<file path="config.mk">
export PLATFORM = sky130hd
export DESIGN_NAME = burst_addr_seq
export DESIGN_NICKNAME = d
export VERILOG_FILES = /design/src/rtl/bas_pkg.sv /design/src/rtl/bas_lat_cnt.sv /design/src/rtl/bas_wrap_addr.sv /design/src/rtl/burst_addr_seq.sv
export SDC_FILE = /design/constraint.sdc
export NUM_CORES = 1
export LEC_CHECK = 0
export ABC_CLOCK_PERIOD_IN_PS = 5350
export BUFFER_PORTS_ARGS = -buffer_cell sky130_fd_sc_hd__buf_4
export CAP_MARGIN = 10
export CORE_MARGIN = 2
export CORE_UTILIZATION = 57
export CTS_CLUSTER_DIAMETER = 60
export DETAILED_ROUTE_END_ITERATION = 7
export PLACE_DENSITY = 0.85
export SLEW_MARGIN = 20
export SYNTH_ARGS = -nofsm -noshare
export SYNTH_HDL_FRONTEND = slang
export SYNTH_SLANG_ARGS = --single-unit
</file>
<file path="constraint.sdc">
create_clock -name clk -period 5.35 [get_ports clk]
set_input_delay 0.8025 -clock clk [delete_from_list [all_inputs] [get_ports clk]]
set_output_delay 0.8025 -clock clk [all_outputs]
set_load 0.01 [all_outputs]
</file>
<file path="src/rtl/bas_pkg.sv">
package bas_pkg;

  localparam int LAT_W = 3;

  typedef enum logic [1:0] {
    ST_IDLE = 2'd0,
    ST_WAIT = 2'd1,
    ST_DATA = 2'd2
  } seq_state_t;

  // Latency codes 1..4 are always usable; 5 and 6 need the two-clock hold.
  function automatic logic lat_code_ok(input logic [LAT_W-1:0] code,
                                       input logic hold);
    if (code == '0 || code == '1) return 1'b0;
    if (code >= LAT_W'(5)) return hold;
    return 1'b1;
  endfunction

endpackage

</file>
<file path="src/rtl/bas_lat_cnt.sv">
module bas_lat_cnt #(
  parameter int CNT_W = 3
) (
  input  logic             clk,
  input  logic             rst,
  input  logic             load_i,
  input  logic [CNT_W-1:0] load_val_i,
  input  logic             en_i,
  output logic             zero_o
);

  logic [CNT_W-1:0] cnt_q;

  always_ff @(posedge clk) begin
    if (rst)                    cnt_q <= '0;
    else if (load_i)            cnt_q <= load_val_i;
    else if (en_i && !zero_o)   cnt_q <= cnt_q - 1'b1;
  end

  assign zero_o = (cnt_q == '0);

endmodule

</file>
<file path="src/rtl/bas_wrap_addr.sv">
module bas_wrap_addr #(
  parameter int ADDR_W = 21,
  parameter int OFS_W  = 2
) (
  input  logic [ADDR_W-1:0] base_i,
  input  logic [OFS_W-1:0]  idx_i,
  output logic [ADDR_W-1:0] addr_o
);

  logic [OFS_W-1:0] low;

  // Offset wraps inside the aligned group; the upper bits never change.
  assign low    = base_i[OFS_W-1:0] + idx_i;
  assign addr_o = {base_i[ADDR_W-1:OFS_W], low};

endmodule

</file>
<file path="src/rtl/burst_addr_seq.sv">
module burst_addr_seq
  import bas_pkg::*;
#(
  parameter int ADDR_W   = 21,
  parameter int OFS_W    = 2,
  parameter int CFG_W    = 16,
  parameter int MODE_BIT = 15,
  parameter int LAT_LSB  = 11,
  parameter int HOLD_BIT = 9
) (
  input  logic              clk,
  input  logic              rst,
  input  logic              latch_i,
  input  logic [ADDR_W-1:0] addr_i,
  input  logic [CFG_W-1:0]  cfg_i,
  output logic [ADDR_W-1:0] word_addr_o,
  output logic              dvalid_o,
  output logic              wait_o,
  output logic              cfg_err_o
);

  localparam logic [OFS_W-1:0] LAST_IDX = '1;

  logic [LAT_W-1:0] lat_code;
  logic             cfg_sync, cfg_hold, code_ok, accept;
  logic             cfg_unused;

  assign lat_code   = cfg_i[LAT_LSB +: LAT_W];
  assign cfg_sync   = cfg_i[MODE_BIT];
  assign cfg_hold   = cfg_i[HOLD_BIT];
  assign code_ok    = lat_code_ok(lat_code, cfg_hold);
  assign accept     = latch_i && cfg_sync && code_ok;
  assign cfg_unused = ^cfg_i;

  seq_state_t        state_q;
  logic [ADDR_W-1:0] base_q;
  logic              hold_q;
  logic              phase_q;
  logic [OFS_W-1:0]  word_q;

  logic              cnt_zero;
  logic [OFS_W-1:0]  next_idx;
  logic [ADDR_W-1:0] next_addr;

  bas_lat_cnt #(.CNT_W(LAT_W)) u_lat (
    .clk        (clk),
    .rst        (rst),
    .load_i     (accept),
    .load_val_i (lat_code - 1'b1),
    .en_i       (state_q == ST_WAIT),
    .zero_o     (cnt_zero)
  );

  assign next_idx = (state_q == ST_WAIT) ? '0 : word_q + 1'b1;

  bas_wrap_addr #(.ADDR_W(ADDR_W), .OFS_W(OFS_W)) u_wrap (
    .base_i (base_q),
    .idx_i  (next_idx),
    .addr_o (next_addr)
  );

  always_ff @(posedge clk) begin
    if (rst) begin
      state_q     <= ST_IDLE;
      base_q      <= '0;
      hold_q      <= 1'b0;
      phase_q     <= 1'b0;
      word_q      <= '0;
      word_addr_o <= '0;
      dvalid_o    <= 1'b0;
      wait_o      <= 1'b0;
      cfg_err_o   <= 1'b0;
    end else if (latch_i) begin
      // Any latch abandons whatever was in progress.
      phase_q <= 1'b0;
      word_q  <= '0;
      if (!cfg_sync) begin
        state_q     <= ST_IDLE;
        word_addr_o <= addr_i;
        dvalid_o    <= 1'b1;
        wait_o      <= 1'b0;
        cfg_err_o   <= 1'b0;
      end else if (!code_ok) begin
        state_q   <= ST_IDLE;
        dvalid_o  <= 1'b0;
        wait_o    <= 1'b0;
        cfg_err_o <= 1'b1;
      end else begin
        state_q     <= ST_WAIT;
        base_q      <= addr_i;
        hold_q      <= cfg_hold;
        word_addr_o <= addr_i;
        dvalid_o    <= 1'b0;
        wait_o      <= 1'b1;
        cfg_err_o   <= 1'b0;
      end
    end else begin
      unique case (state_q)
        ST_WAIT: begin
          if (cnt_zero) begin
            state_q     <= ST_DATA;
            wait_o      <= 1'b0;
            dvalid_o    <= 1'b1;
            word_addr_o <= next_addr;
            word_q      <= '0;
            phase_q     <= 1'b0;
          end
        end
        ST_DATA: begin
          if (hold_q && !phase_q) begin
            phase_q  <= 1'b1;
            dvalid_o <= 1'b0;
          end else if (word_q == LAST_IDX) begin
            state_q  <= ST_IDLE;
            dvalid_o <= 1'b0;
          end else begin
            word_q      <= next_idx;
            phase_q     <= 1'b0;
            dvalid_o    <= 1'b1;
            word_addr_o <= next_addr;
          end
        end
        default: dvalid_o <= 1'b0;
      endcase
    end
  end

endmodule

</file>
==> results.md <==
- Port Buffers: between 50 and 60
- Mean Syn Cell Area: around 8.5 um2
- Worst Setup End Kind: register
- Mapped Area: roughly 2600 um2
- Via count of the first global-routing pass: about 2300
- Crit-path max FO: 22
- Synth area leaders: dfxtp_1 42%, nand2_1 7.7%, a22oi_1 6.1%, a21oi_1 5.6%, a31oi_1 5.1%
- Run status: completed
- Final core occ: 68.4%
- Crit. Startpoint: cfg_i[12]
- Synth Net Count: 350
- Cell mode on critical path: a31oi_1
- CP Depth: 6
- Fraction of registers with async set or reset after synthesis: 0%
- Antenna fix cells: 0
- Grt total ovfl: 0
- Initial antenna violation count: 0
- Worst Tran Pin Value: ~1.1 ns
- Main combinational cell family by area after synthesis: simple AND/OR/NAND/NOR gates
- R2R Path Start: state_q[0]
- Post-synth EDFFs: 0
- Synth cell types: 38
- Die H: 71.4 um
- Setup repair after global routing missed its margin: no
- Row cnt: 24
- Largest net degree at the start of global routing: 55
- Cells along the critical path: buf_4 -> o21bai_1 -> a31oi_1 -> a21oi_2 -> a22oi_1 -> a31oi_1
- Adder-Cell Fraction of Synth Area: around 2.4%
- Hold WC Path Type: register to register
- Routed vias/inst: between 6 and 7
- Yosys reg bits: 54
- Pleak: 1.11 nW
- CTS Buf Count: 5
- Slew headroom: around a quarter
- Post-DP HPWL: roughly 3700 um
- Post-route setup TNS: 0 ns
- R2R Setup Slk: 3.05 ns
- Core area: between 4000 and 5000 um2
- Die X: around 71 um
- GPL Wtd Cong: 0.772
- FMAX: 0.427 GHz
- Post-CTS Setup Inserts: 0
- Synth area leader: dfxtp_1
- Overall routing resource usage: between 20% and 30%
- # resized after CTS: 0
- Max-Cap Viols: 0
- Clock Skews: 0.00422 ns
- Post-Syn Instances: between 300 and 400
- Worst VDD drop: 0.000152 V
- Fraction of layout cells with a size suffix above 1: a little over a fifth
- Worst setup path class: primary input to register
- Hold_buf cts: 0
- Worst R2R End: word_addr_o[7]
- CP endpoint: word_addr_o[17]
- # fillers: 370
- Detailed-route via count: between 2000 and 2500
- Data arrival, critical path: approximately 2.6 ns
- CP peak stage delay: between 0.8 and 0.9 ns
- Seq/Total Area, Yosys: between 40% and 50%
- Power per Cell Area: approximately 280 nW/um2
- Ports: 64
- Detailed Route Iter0 Violations: approximately 300
- Post-DRT Antenna Nets: 0
- DIE AREA: between 5000 and 6000 um2
- Synth Area in XOR/XNOR: 1.35%
- TritonCTS clock tree: yes
- Req. time, crit path: between 5 and 6 ns
- Yosys warning count: 0
- Endpoints failing setup: 0
- Synth Area in Simple Gates: roughly 23%
- CTS max path bufs: 2
- Global-route wire length before repair: ~10000 um
- Skew-Pair Late Insertion Delay: 0.31 ns
- Ys flop type: dfxtp_1
- CTS clk-pin slew, worst paths: around 0.090 ns
- Mux cell area share after synthesis: under 10%
- Pre-antenna DRT Iters: 4
- Final min period: between 2 and 2.5 ns
- Starting Density: between 50% and 60%
- Fin. Hold Viols: 0
- H-Tree Depth: 2
- Final wirelength: 5980 um
- Pins Over Slew Limit: 0
- Register area: ~1100 um2
- CP bufs+invs: 1
- Post-route clock period utilization: between 40% and 50%
- Root buffer cell: clkbuf_8
- Synth cell count leaders: 54 x dfxtp_1, 53 x nand2_1, 29 x a21oi_1
- # DRC: 0
- Cell family with most CP delay: compound AO/OA/AOI/OAI gates
- Clk sinks: 54
- Area of the multi-input gates: around 1300 um2
- Routed len/inst: ~15 um
- Net count, final: between 300 and 400
- Count leader, synth: dfxtp_1
- Area added between synthesis and finish: 15.2%
- FF-to-FF path depth: 7
- Crit-path slowest cell: a21oi_2
- Top-area cell type share of the netlist area: between 40% and 50%
- Synth Area in Compound Gates: between 20% and 30%
- Type of origin of the critical path: primary input
-- worst min-delay path: cells and delay by family (launching register included) --
family | cells | cell delay [ns]
DFF | 1 | 0.32
and+or+nand+nor | 1 | 0.05
AOI/OAI and AO/OA | 1 | 0.05
-- cells by family after synthesis --
family                     count (synthesis)
AOI/OAI and AO/OA                         89
xor gates and xnor gates                   4
adders and majority gates                  5
and+or+nand+nor                          118
buffers and inverters                     31
DFF                                       54
muxes                                      4
-- area by class of cell --
| cell class | count | share of cell area [%] |
|---|---|---|
| well taps | 52 | 2.18 |
| repair buffers | 54 | 13.6 |
| multi-input cells | 220 | 44.1 |
| clock buffers | 7 | 2.90 |
| flip-flops and latches | 54 | 36.3 |
| inverters | 5 | 0.630 |
| clock inverters | 1 | 0.294 |
-- flip-flops by register name, indices dropped and copies added, names as in the netlist --
name,cells
wait_o,1
hold_q,1
word_addr_o,21
dvalid_o,1
cfg_err_o,1
u_lat.cnt_q,3
word_q,2
phase_q,1
state_q,2
base_q,21
-- metal layers --
layer | GRT usage (%) | vias up | part of all wire [%]
met3 | 6.19 | 13 | 5.5
met4 | 9.43 | 0 | 1.5
li1 | - | 1155 | -
met2 | 41.0 | 64 | 49
met5 | 0 | - | 0
met1 | 30.4 | 1138 | 44
-- power breakdown --
part	switching, mW	internal, mW
logic	0.0765	0.0649
clock network	0.134	0.107
registers	0.0149	0.423
-- cell usage in the layout, fill, tap and decap left out, types with 5 or more instances in the layout --
cell type and instances:
dfxtp_1 54, buf_4 54, nand2_1 53, a21oi_1 28, a31oi_1 21, nand3_1 21, a22oi_1 21, nand3b_1 13
nor2_1 8, o21ai_0 6, clkbuf_8 6, inv_1 5, a211oi_1 5, nor3_1 5, or3b_2 5, ha_1 5
-- worst min-delay path by stage --
stage / depth (start not counted) / to / slack [ns] / start
floorplan: 2 / base_q[10] / 0.44 / base_q[10]
detailed placement: 2 / base_q[17] / 0.45 / base_q[17]
finish: 2 / base_q[14] / 0.46 / base_q[14]
global route: 2 / base_q[14] / 0.48 / base_q[14]
CTS: 2 / base_q[17] / 0.46 / base_q[17]
global placement: 2 / base_q[12] / 0.44 / base_q[12]
-- per-stage QoR --
step	total power, mW	setup WS [ns]	instance area [um2]	hold slack, ns	std cells
after floorplan	0.542	3.08	2590	0.437	305
final	0.820	3.01	2980	0.460	393
after global routing	0.855	2.83	2980	0.485	393
after CTS	0.823	2.96	2980	0.461	393
after global placement	0.584	2.73	2890	0.442	385
after detailed placement	0.588	2.70	2890	0.447	385
No activity file was read; power rests on OpenSTA's default activity.
